<file path="config.mk">
export PLATFORM = sky130hd
export DESIGN_NAME = arp_nexthop_resolver
export DESIGN_NICKNAME = d
export VERILOG_FILES = /design/src/rtl/arp_res_pkg.sv /design/src/rtl/arp_subnet_sel.sv /design/src/rtl/arp_req_tx.sv /design/src/rtl/arp_reply_rx.sv /design/src/rtl/arp_nexthop_resolver.sv
export SDC_FILE = /design/constraint.sdc
export NUM_CORES = 1
export LEC_CHECK = 0
export BUFFER_PORTS_ARGS = -buffer_cell sky130_fd_sc_hd__buf_2
export CAP_MARGIN = 20
export CORE_AREA = 3 3 176 178
export DETAILED_ROUTE_END_ITERATION = 6
export DIE_AREA = 0 0 179 181
export PLACE_DENSITY = 0.92
export REMOVE_ABC_BUFFERS = 1
export SLEW_MARGIN = 40
export SYNTH_ARGS = -nofsm -noshare
export SYNTH_HDL_FRONTEND = slang
export SYNTH_HIERARCHICAL = 1
export SYNTH_SLANG_ARGS = --single-unit
</file>
<file path="constraint.sdc">
create_clock -name clk -period 4.7 [get_ports clk]
set_input_delay 0.235 -clock clk [delete_from_list [all_inputs] [get_ports clk]]
set_output_delay 0.235 -clock clk [all_outputs]
set_load 0.05 [all_outputs]
</file>
<file path="src/rtl/arp_res_pkg.sv">
package arp_res_pkg;

    typedef enum logic [1:0] {
        ST_IDLE,
        ST_SEND,
        ST_WAIT,
        ST_DONE
    } res_state_t;

    localparam int          REQ_BEATS      = 6;
    localparam int          REQ_FLAT_W     = 64 * REQ_BEATS;
    localparam logic [7:0]  TAIL_KEEP      = 8'h03;
    localparam logic [15:0] CODE_UNREACHED = 16'h0002;

    // Request image, byte i at bits [8*i +: 8]; bytes past 41 are zero.
    function automatic logic [REQ_FLAT_W-1:0] build_request(
        input logic [47:0] own_mac,
        input logic [31:0] own_ip,
        input logic [31:0] want_ip
    );
        logic [7:0]            octet [REQ_BEATS*8];
        logic [REQ_FLAT_W-1:0] img;
        for (int i = 0; i < REQ_BEATS*8; i++) octet[i] = 8'h00;
        for (int i = 0; i < 6; i++) begin
            octet[i]      = 8'hFF;
            octet[6 + i]  = own_mac[47 - 8*i -: 8];
            octet[22 + i] = own_mac[47 - 8*i -: 8];
        end
        octet[12] = 8'h08; octet[13] = 8'h06;
        octet[15] = 8'h01;
        octet[16] = 8'h08;
        octet[18] = 8'h06; octet[19] = 8'h04;
        octet[21] = 8'h01;
        for (int i = 0; i < 4; i++) begin
            octet[28 + i] = own_ip[31 - 8*i -: 8];
            octet[38 + i] = want_ip[31 - 8*i -: 8];
        end
        for (int i = 0; i < REQ_BEATS*8; i++) img[8*i +: 8] = octet[i];
        return img;
    endfunction

endpackage

</file>
<file path="src/rtl/arp_subnet_sel.sv">
module arp_subnet_sel (
    input  logic [31:0] local_ip_i,
    input  logic [31:0] remote_ip_i,
    input  logic [4:0]  prefix_len_i,
    input  logic [31:0] gateway_ip_i,
    output logic [31:0] target_ip_o
);
    logic [31:0] net_mask;
    logic        same_net;

    always_comb begin
        net_mask    = (prefix_len_i == 5'd0) ? 32'h0 : ~(32'hFFFF_FFFF >> prefix_len_i);
        same_net    = (prefix_len_i != 5'd0) && (((local_ip_i ^ remote_ip_i) & net_mask) == 32'h0);
        target_ip_o = ((gateway_ip_i != 32'h0) && !same_net) ? gateway_ip_i : remote_ip_i;
    end
endmodule

</file>
<file path="src/rtl/arp_req_tx.sv">
module arp_req_tx
    import arp_res_pkg::*;
(
    input  logic                  clk,
    input  logic                  rst_n,
    input  logic                  en_i,
    input  logic [REQ_FLAT_W-1:0] frame_i,
    input  logic                  ready_i,
    output logic                  valid_o,
    output logic [63:0]           data_o,
    output logic [7:0]            keep_o,
    output logic                  first_o,
    output logic                  last_o,
    output logic                  sent_o
);
    logic [2:0] beat_q;

    always_ff @(posedge clk) begin
        if (!rst_n || !en_i) begin
            beat_q <= 3'd0;
        end else if (ready_i) begin
            beat_q <= last_o ? 3'd0 : beat_q + 3'd1;
        end
    end

    always_comb begin
        valid_o = en_i;
        last_o  = (beat_q == 3'(REQ_BEATS - 1));
        first_o = (beat_q == 3'd0);
        keep_o  = last_o ? TAIL_KEEP : 8'hFF;
        data_o  = frame_i[{beat_q, 6'b0} +: 64];
        sent_o  = en_i && ready_i && last_o;
    end
endmodule

</file>
<file path="src/rtl/arp_reply_rx.sv">
module arp_reply_rx (
    input  logic        clk,
    input  logic        rst_n,
    input  logic        rx_valid_i,
    input  logic [63:0] rx_data_i,
    input  logic [7:0]  rx_keep_i,
    input  logic        rx_last_i,
    input  logic        rx_error_i,
    input  logic [31:0] target_ip_i,
    output logic        hit_o,
    output logic [47:0] mac_o
);
    logic [2:0]  cnt_q;      // beat index, saturates at 6
    logic [31:0] w1_q;       // bytes 12..15
    logic [63:0] w2_q;       // bytes 16..23
    logic [63:0] w3_q;       // bytes 24..31
    logic        long_enough, good;
    logic [47:0] snd_mac;
    logic [31:0] snd_ip;

    always_comb begin
        long_enough = (cnt_q == 3'd6) || ((cnt_q == 3'd5) && (rx_keep_i >= 8'h03));
        snd_mac = {w2_q[55:48], w2_q[63:56], w3_q[7:0], w3_q[15:8], w3_q[23:16], w3_q[31:24]};
        snd_ip  = {w3_q[39:32], w3_q[47:40], w3_q[55:48], w3_q[63:56]};
        good = rx_valid_i && rx_last_i && !rx_error_i && long_enough
            && ({w1_q[7:0],   w1_q[15:8]}  == 16'h0806)
            && ({w1_q[23:16], w1_q[31:24]} == 16'h0001)
            && ({w2_q[7:0],   w2_q[15:8]}  == 16'h0800)
            && ({w2_q[23:16], w2_q[31:24]} == 16'h0604)
            && ({w2_q[39:32], w2_q[47:40]} == 16'h0002)
            && (snd_ip == target_ip_i);
    end

    always_ff @(posedge clk) begin
        if (!rst_n) begin
            cnt_q <= 3'd0;
            w1_q  <= '0;
            w2_q  <= '0;
            w3_q  <= '0;
            hit_o <= 1'b0;
            mac_o <= '0;
        end else begin
            hit_o <= good;
            if (good) mac_o <= snd_mac;
            if (rx_valid_i) begin
                if (cnt_q == 3'd1) w1_q <= rx_data_i[63:32];
                if (cnt_q == 3'd2) w2_q <= rx_data_i;
                if (cnt_q == 3'd3) w3_q <= rx_data_i;
                if (rx_last_i)          cnt_q <= 3'd0;
                else if (cnt_q != 3'd6) cnt_q <= cnt_q + 3'd1;
            end
        end
    end
endmodule

</file>
<file path="src/rtl/arp_nexthop_resolver.sv">
module arp_nexthop_resolver
    import arp_res_pkg::*;
#(
    parameter int CLK_PER_MS = 1000,
    parameter int TIMEOUT_MS = 100,
    parameter int MAX_RETRY  = 10
) (
    input  logic        clk,
    input  logic        rst_n,
    input  logic        start_i,
    input  logic [47:0] local_mac_i,
    input  logic [31:0] local_ip_i,
    input  logic [31:0] remote_ip_i,
    input  logic [4:0]  prefix_len_i,
    input  logic [31:0] gateway_ip_i,
    output logic        tx_valid_o,
    input  logic        tx_ready_i,
    output logic [63:0] tx_data_o,
    output logic [7:0]  tx_keep_o,
    output logic        tx_first_o,
    output logic        tx_last_o,
    input  logic        rx_valid_i,
    input  logic [63:0] rx_data_i,
    input  logic [7:0]  rx_keep_i,
    input  logic        rx_last_i,
    input  logic        rx_error_i,
    output logic        busy_o,
    output logic        done_o,
    output logic [47:0] peer_mac_o,
    output logic [15:0] status_o,
    output logic        status_valid_o
);
    localparam int TIMEOUT_CYC = CLK_PER_MS * TIMEOUT_MS;
    localparam int TMW         = $clog2(TIMEOUT_CYC + 1);
    localparam int TRW         = $clog2(MAX_RETRY + 2);

    res_state_t      state_q, state_d;
    logic [TMW-1:0]  tmr_q;
    logic [TRW-1:0]  tries_q;
    logic [31:0]     sel_ip, tgt_q;
    logic            launch, expired, last_try, tx_sent, rx_hit;
    logic [47:0]     rx_mac;

    arp_subnet_sel u_sel (
        .local_ip_i  (local_ip_i),
        .remote_ip_i (remote_ip_i),
        .prefix_len_i(prefix_len_i),
        .gateway_ip_i(gateway_ip_i),
        .target_ip_o (sel_ip)
    );

    arp_req_tx u_tx (
        .clk    (clk),
        .rst_n  (rst_n),
        .en_i   (state_q == ST_SEND),
        .frame_i(build_request(local_mac_i, local_ip_i, tgt_q)),
        .ready_i(tx_ready_i),
        .valid_o(tx_valid_o),
        .data_o (tx_data_o),
        .keep_o (tx_keep_o),
        .first_o(tx_first_o),
        .last_o (tx_last_o),
        .sent_o (tx_sent)
    );

    arp_reply_rx u_rx (
        .clk        (clk),
        .rst_n      (rst_n),
        .rx_valid_i (rx_valid_i),
        .rx_data_i  (rx_data_i),
        .rx_keep_i  (rx_keep_i),
        .rx_last_i  (rx_last_i),
        .rx_error_i (rx_error_i),
        .target_ip_i(tgt_q),
        .hit_o      (rx_hit),
        .mac_o      (rx_mac)
    );

    assign launch   = start_i && ((state_q == ST_IDLE) || (state_q == ST_DONE));
    assign expired  = (state_q == ST_WAIT) && (tmr_q == TMW'(TIMEOUT_CYC - 1));
    assign last_try = (tries_q == TRW'(MAX_RETRY));
    assign busy_o   = (state_q == ST_SEND) || (state_q == ST_WAIT);

    // State register
    always_ff @(posedge clk) begin
        if (!rst_n) state_q <= ST_IDLE;
        else        state_q <= state_d;
    end

    // Transitions: launch, sent, hit, retry, give-up
    always_comb begin
        state_d = state_q;
        unique case (state_q)
            ST_IDLE, ST_DONE: if (launch)  state_d = ST_SEND;
            ST_SEND:          if (tx_sent) state_d = ST_WAIT;
            ST_WAIT: begin
                if (rx_hit)       state_d = ST_DONE;
                else if (expired) state_d = last_try ? ST_IDLE : ST_SEND;
            end
            default:          state_d = ST_IDLE;
        endcase
    end

    // Timer, attempt count and latched target
    always_ff @(posedge clk) begin
        if (!rst_n) begin
            tmr_q   <= '0;
            tries_q <= '0;
            tgt_q   <= '0;
        end else begin
            tmr_q <= (state_q == ST_WAIT && !expired) ? tmr_q + TMW'(1) : '0;
            if (launch) begin
                tries_q <= '0;
                tgt_q   <= sel_ip;
            end else if (expired && !rx_hit && !last_try) begin
                tries_q <= tries_q + TRW'(1);
            end
        end
    end

    // Registered outputs
    always_ff @(posedge clk) begin
        if (!rst_n) begin
            done_o         <= 1'b0;
            peer_mac_o     <= '0;
            status_o       <= '0;
            status_valid_o <= 1'b0;
        end else begin
            done_o         <= (state_d == ST_DONE);
            status_valid_o <= 1'b0;
            if (state_q == ST_WAIT && rx_hit) peer_mac_o <= rx_mac;
            if (expired && !rx_hit && last_try) begin
                status_o       <= CODE_UNREACHED;
                status_valid_o <= 1'b1;
            end
        end
    end
endmodule

</file>
==> out/results.ini <==
[sta]
fin_crit_sh_pct=65.3
drv_slew=0
fin_tns_setup_ps=0
rsz0062_at_grt=no
hold_viol_final=0
tightest_slew_ps=843
clock_skew_ps=14.4
max_freq_ghz=0.326
final.min_clock_period_ps=3070
slew_headroom_pct=43.8
setup_viol=0

[place]
portBuffers=352
dp_cells=2890
place.gp.congestion=1.03
dp_hpwl_mm=38.1

[setup_path]
path_max_fanout=51
reg2reg_from=u_rx/w2_q[36]$_SDFFE_PN0P_
critPathCapture=tx_data_o[8]
worst_r2r_endpoint=u_rx/mac_o[39]$_SDFFE_PN0P_
r2r_cells=6
required_ps=4470
crit_path_start=u_tx/beat_q[0]$_SDFFE_PP0P_
cp.arrival_ps=2830
r2r_slack_ps=1920
start_kind=flop
critPathCaptureType=output pin
setup.worst_path.class=flop to output pin

[logic_synthesis]
synth_area_mm2=0.0176
syn_avg_cell_area_um2=8.49
muxShareOfSynthArea_pct=14.2
yosysTopAreaCell=dfxtp_1
synth_common_cells=568 x nand2_1, 321 x dfxtp_1, 227 x a21oi_1, 130 x mux2i_1, 88 x clkbuf_1
synth_top_family_by_area=simple AND/OR/NAND/NOR gates
synth-edff-count=0
yosys.cell_types.count=71
synth_simple_gate_area_share_pct=19.1
synth-compound-area-share_pct=18.7
synth.area.top_cells=dfxtp_1 37%, nand2_1 12%, mux2i_1 7.4%, a21oi_1 6.5%, o221ai_2 5.5%
yosysWarningCount=6
ys_ff_latch=321
yosys_most_used_dff=dfxtp_1
synthAdderAreaFrac_pct=0.705
synth.most_common_cell=nand2_1
synth_top_area_share_pct=36.6
seq_area_frac_synth_pct=36.6
synthArstFlopShare_pct=0
synth_xor_area_share_pct=3.54
syn_inst=2068

[global_route]
grt_pass1_wl_mm=83.6
grtUsageTotal_pct=31.9
grt_pass1_vias=16548
antenna_found_initial=5
gr-total-overflow=0
grt_max_degree=150

[die]
io_pins=370
die_h_um=181
dieArea_mm2=0.0324
rows=63
die_x_um=179
initial_core_util_pct=59.4
core-area_mm2=0.0296

[job]
maxCapViolations=0

[cts]
cts_tree=yes
clk_latency_ps=500
cts_num_sinks=321
clockRootBuffer=clkbuf_16
cts_buffers=34
ctsHtreeMaxLevel=2
path_clk_slew_ps=60
postCtsSetupRepairBufs=0
clock_path_buffers=3

[routing]
post_drt_via_cell_ratio=5.64
vias=16895
totalWireLength_mm=54.3
drt_first_pass_iters=6
ant_nets=0
drt_iter0_drc=1420
drc=0
wl_per_cell_um=18.1

[min_path]
hp-class=input pin to flop

[cells_and_area]
drive_above_1_share_pct=23.6
fin_nets=2820
syn_to_final_growth_pct=22.0
layout.cells.non_filler=2998

[status]
status=finished clean

[power]
seqPwrFrac_pct=43.3
power_density_mw_per_mm2=301
p_switching_mw=1.71
p_comb_share_pct=14.9
p_leak_nw=8.35
p_sw_share_pct=26.5
ir_worst_vdd_uv=262
clockPowerShare_pct=41.8
p_int_mw=4.74

cell type report:
cell class	count	area, um2
multi-input combinational	1785	10900
fill	2123	8140
sequential	321	6430
timing repair buffer	420	2440
clock buffer	51	1010
tap	390	488
clock inverter	6	115
inverter	21	86.3
antenna	4	10.0
per-layer routing:
layer | routed length, um | global-route usage, % | vias to the layer above
met1 | 20700 | 37.3 | 7883
met5 | 26 | 0 | -
met3 | 4130 | 4.96 | 187
met2 | 26700 | 55.9 | 858
li1 | - | - | 7963
met4 | 2760 | 16.6 | 4
worst min path at each step:
| stage | from | end | slack, ps | cells past startpoint |
|---|---|---|---|---|
| floorplan | rst_n | status_o[1]$_SDFFE_PN0P_ | 360 | 1 |
| global placement | u_rx/w2_q[17]$_SDFFE_PN0P_ | u_rx/w2_q[17]$_SDFFE_PN0P_ | 440 | 2 |
| detailed placement | u_rx/w1_q[24]$_SDFFE_PN0P_ | u_rx/w1_q[24]$_SDFFE_PN0P_ | 440 | 2 |
| CTS | rx_data_i[32] | u_rx/w2_q[32]$_SDFFE_PN0P_ | 1 | 3 |
| global route | rx_data_i[32] | u_rx/w2_q[32]$_SDFFE_PN0P_ | 20 | 3 |
| finish | rx_data_i[43] | u_rx/w2_q[43]$_SDFFE_PN0P_ | 10 | 3 |
stage by stage:
stage	total power [mW]	area (um2)	setup WS, ps	hold WS (ps)	utilization (%)
floorplan	3.47	17300	-3400	363	-
global placement	3.73	19800	1890	438	66.8
detailed placement	3.76	19800	1770	443	67.1
CTS	6.46	21400	1610	1.09	72.4
global route	6.65	21400	1490	18.7	72.5
finish	6.45	21400	1630	14.1	72.5
logic make-up after synthesis:
| kind of cell | after synthesis |
|---|---|
| compound gates | 463 |
| simple gates | 774 |
| fa+ha+maj | 10 |
| buf+inv | 200 |
| xor+xnor | 71 |
| mux | 226 |
| flops | 321 |
| other cells | 3 |
critical path: stages (launching register included):
cell	delay (ps)
dfxtp_4	870
buf_4	620
mux2_2	400
nand2_1	80
o221ai_2	90
buf_2	240
power by group through the flow:
stage / Combinational [mW] / Sequential (mW) / Clock [mW]
floorplan: 0.613 / 2.85 / 0
global placement: 0.881 / 2.85 / 0
detailed placement: 0.904 / 2.86 / 0
CTS: 0.939 / 2.80 / 2.72
global route: 1.02 / 2.80 / 2.83
finish: 0.961 / 2.80 / 2.70
sequential cells by signal, summed over array words and instances (netlist names), 2 cells and up:
| name | flops |
|---|---|
| peer_mac_o | 48 |
| state_q | 2 |
| tgt_q | 32 |
| tmr_q | 17 |
| tries_q | 4 |
| u_rx/cnt_q | 3 |
| u_rx/mac_o | 48 |
| u_rx/w1_q | 32 |
| u_rx/w2_q | 64 |
| u_rx/w3_q | 64 |
| u_tx/beat_q | 3 |
cells in the final DEF, fill, tap and decap left out, types with 5 or more instances in the layout:
cell type and count:
a211oi_1 5, a21boi_0 80, a21oi_1 227, buf_2 352, buf_4 18, clkbuf_1 9
clkbuf_16 35, clkbuf_8 7, conb_1 241, dfxtp_1 320, dlygate4sd3_1 46, ha_1 9
inv_1 20, mux2_2 66, mux2_4 30, mux2i_1 130, nand2_1 564, nand3_1 60
nand4_1 19, nor2_1 39, nor2b_1 8, nor4_1 28, o21ai_0 41, o21ai_1 20
o221ai_2 64, o22ai_1 6, or3_1 7, xnor2_1 27, xor2_1 44
what timing repair did:
| action | 4_1_cts | 5_1_grt |
|---|---|---|
| resized for setup | 0 | 0 |
| hold endpoints to repair | 80 | 0 |
| endpoints found under the setup margin | 0 | 0 |
| hold buffers | 46 | 0 |
(Power assumes the default switching activity.)
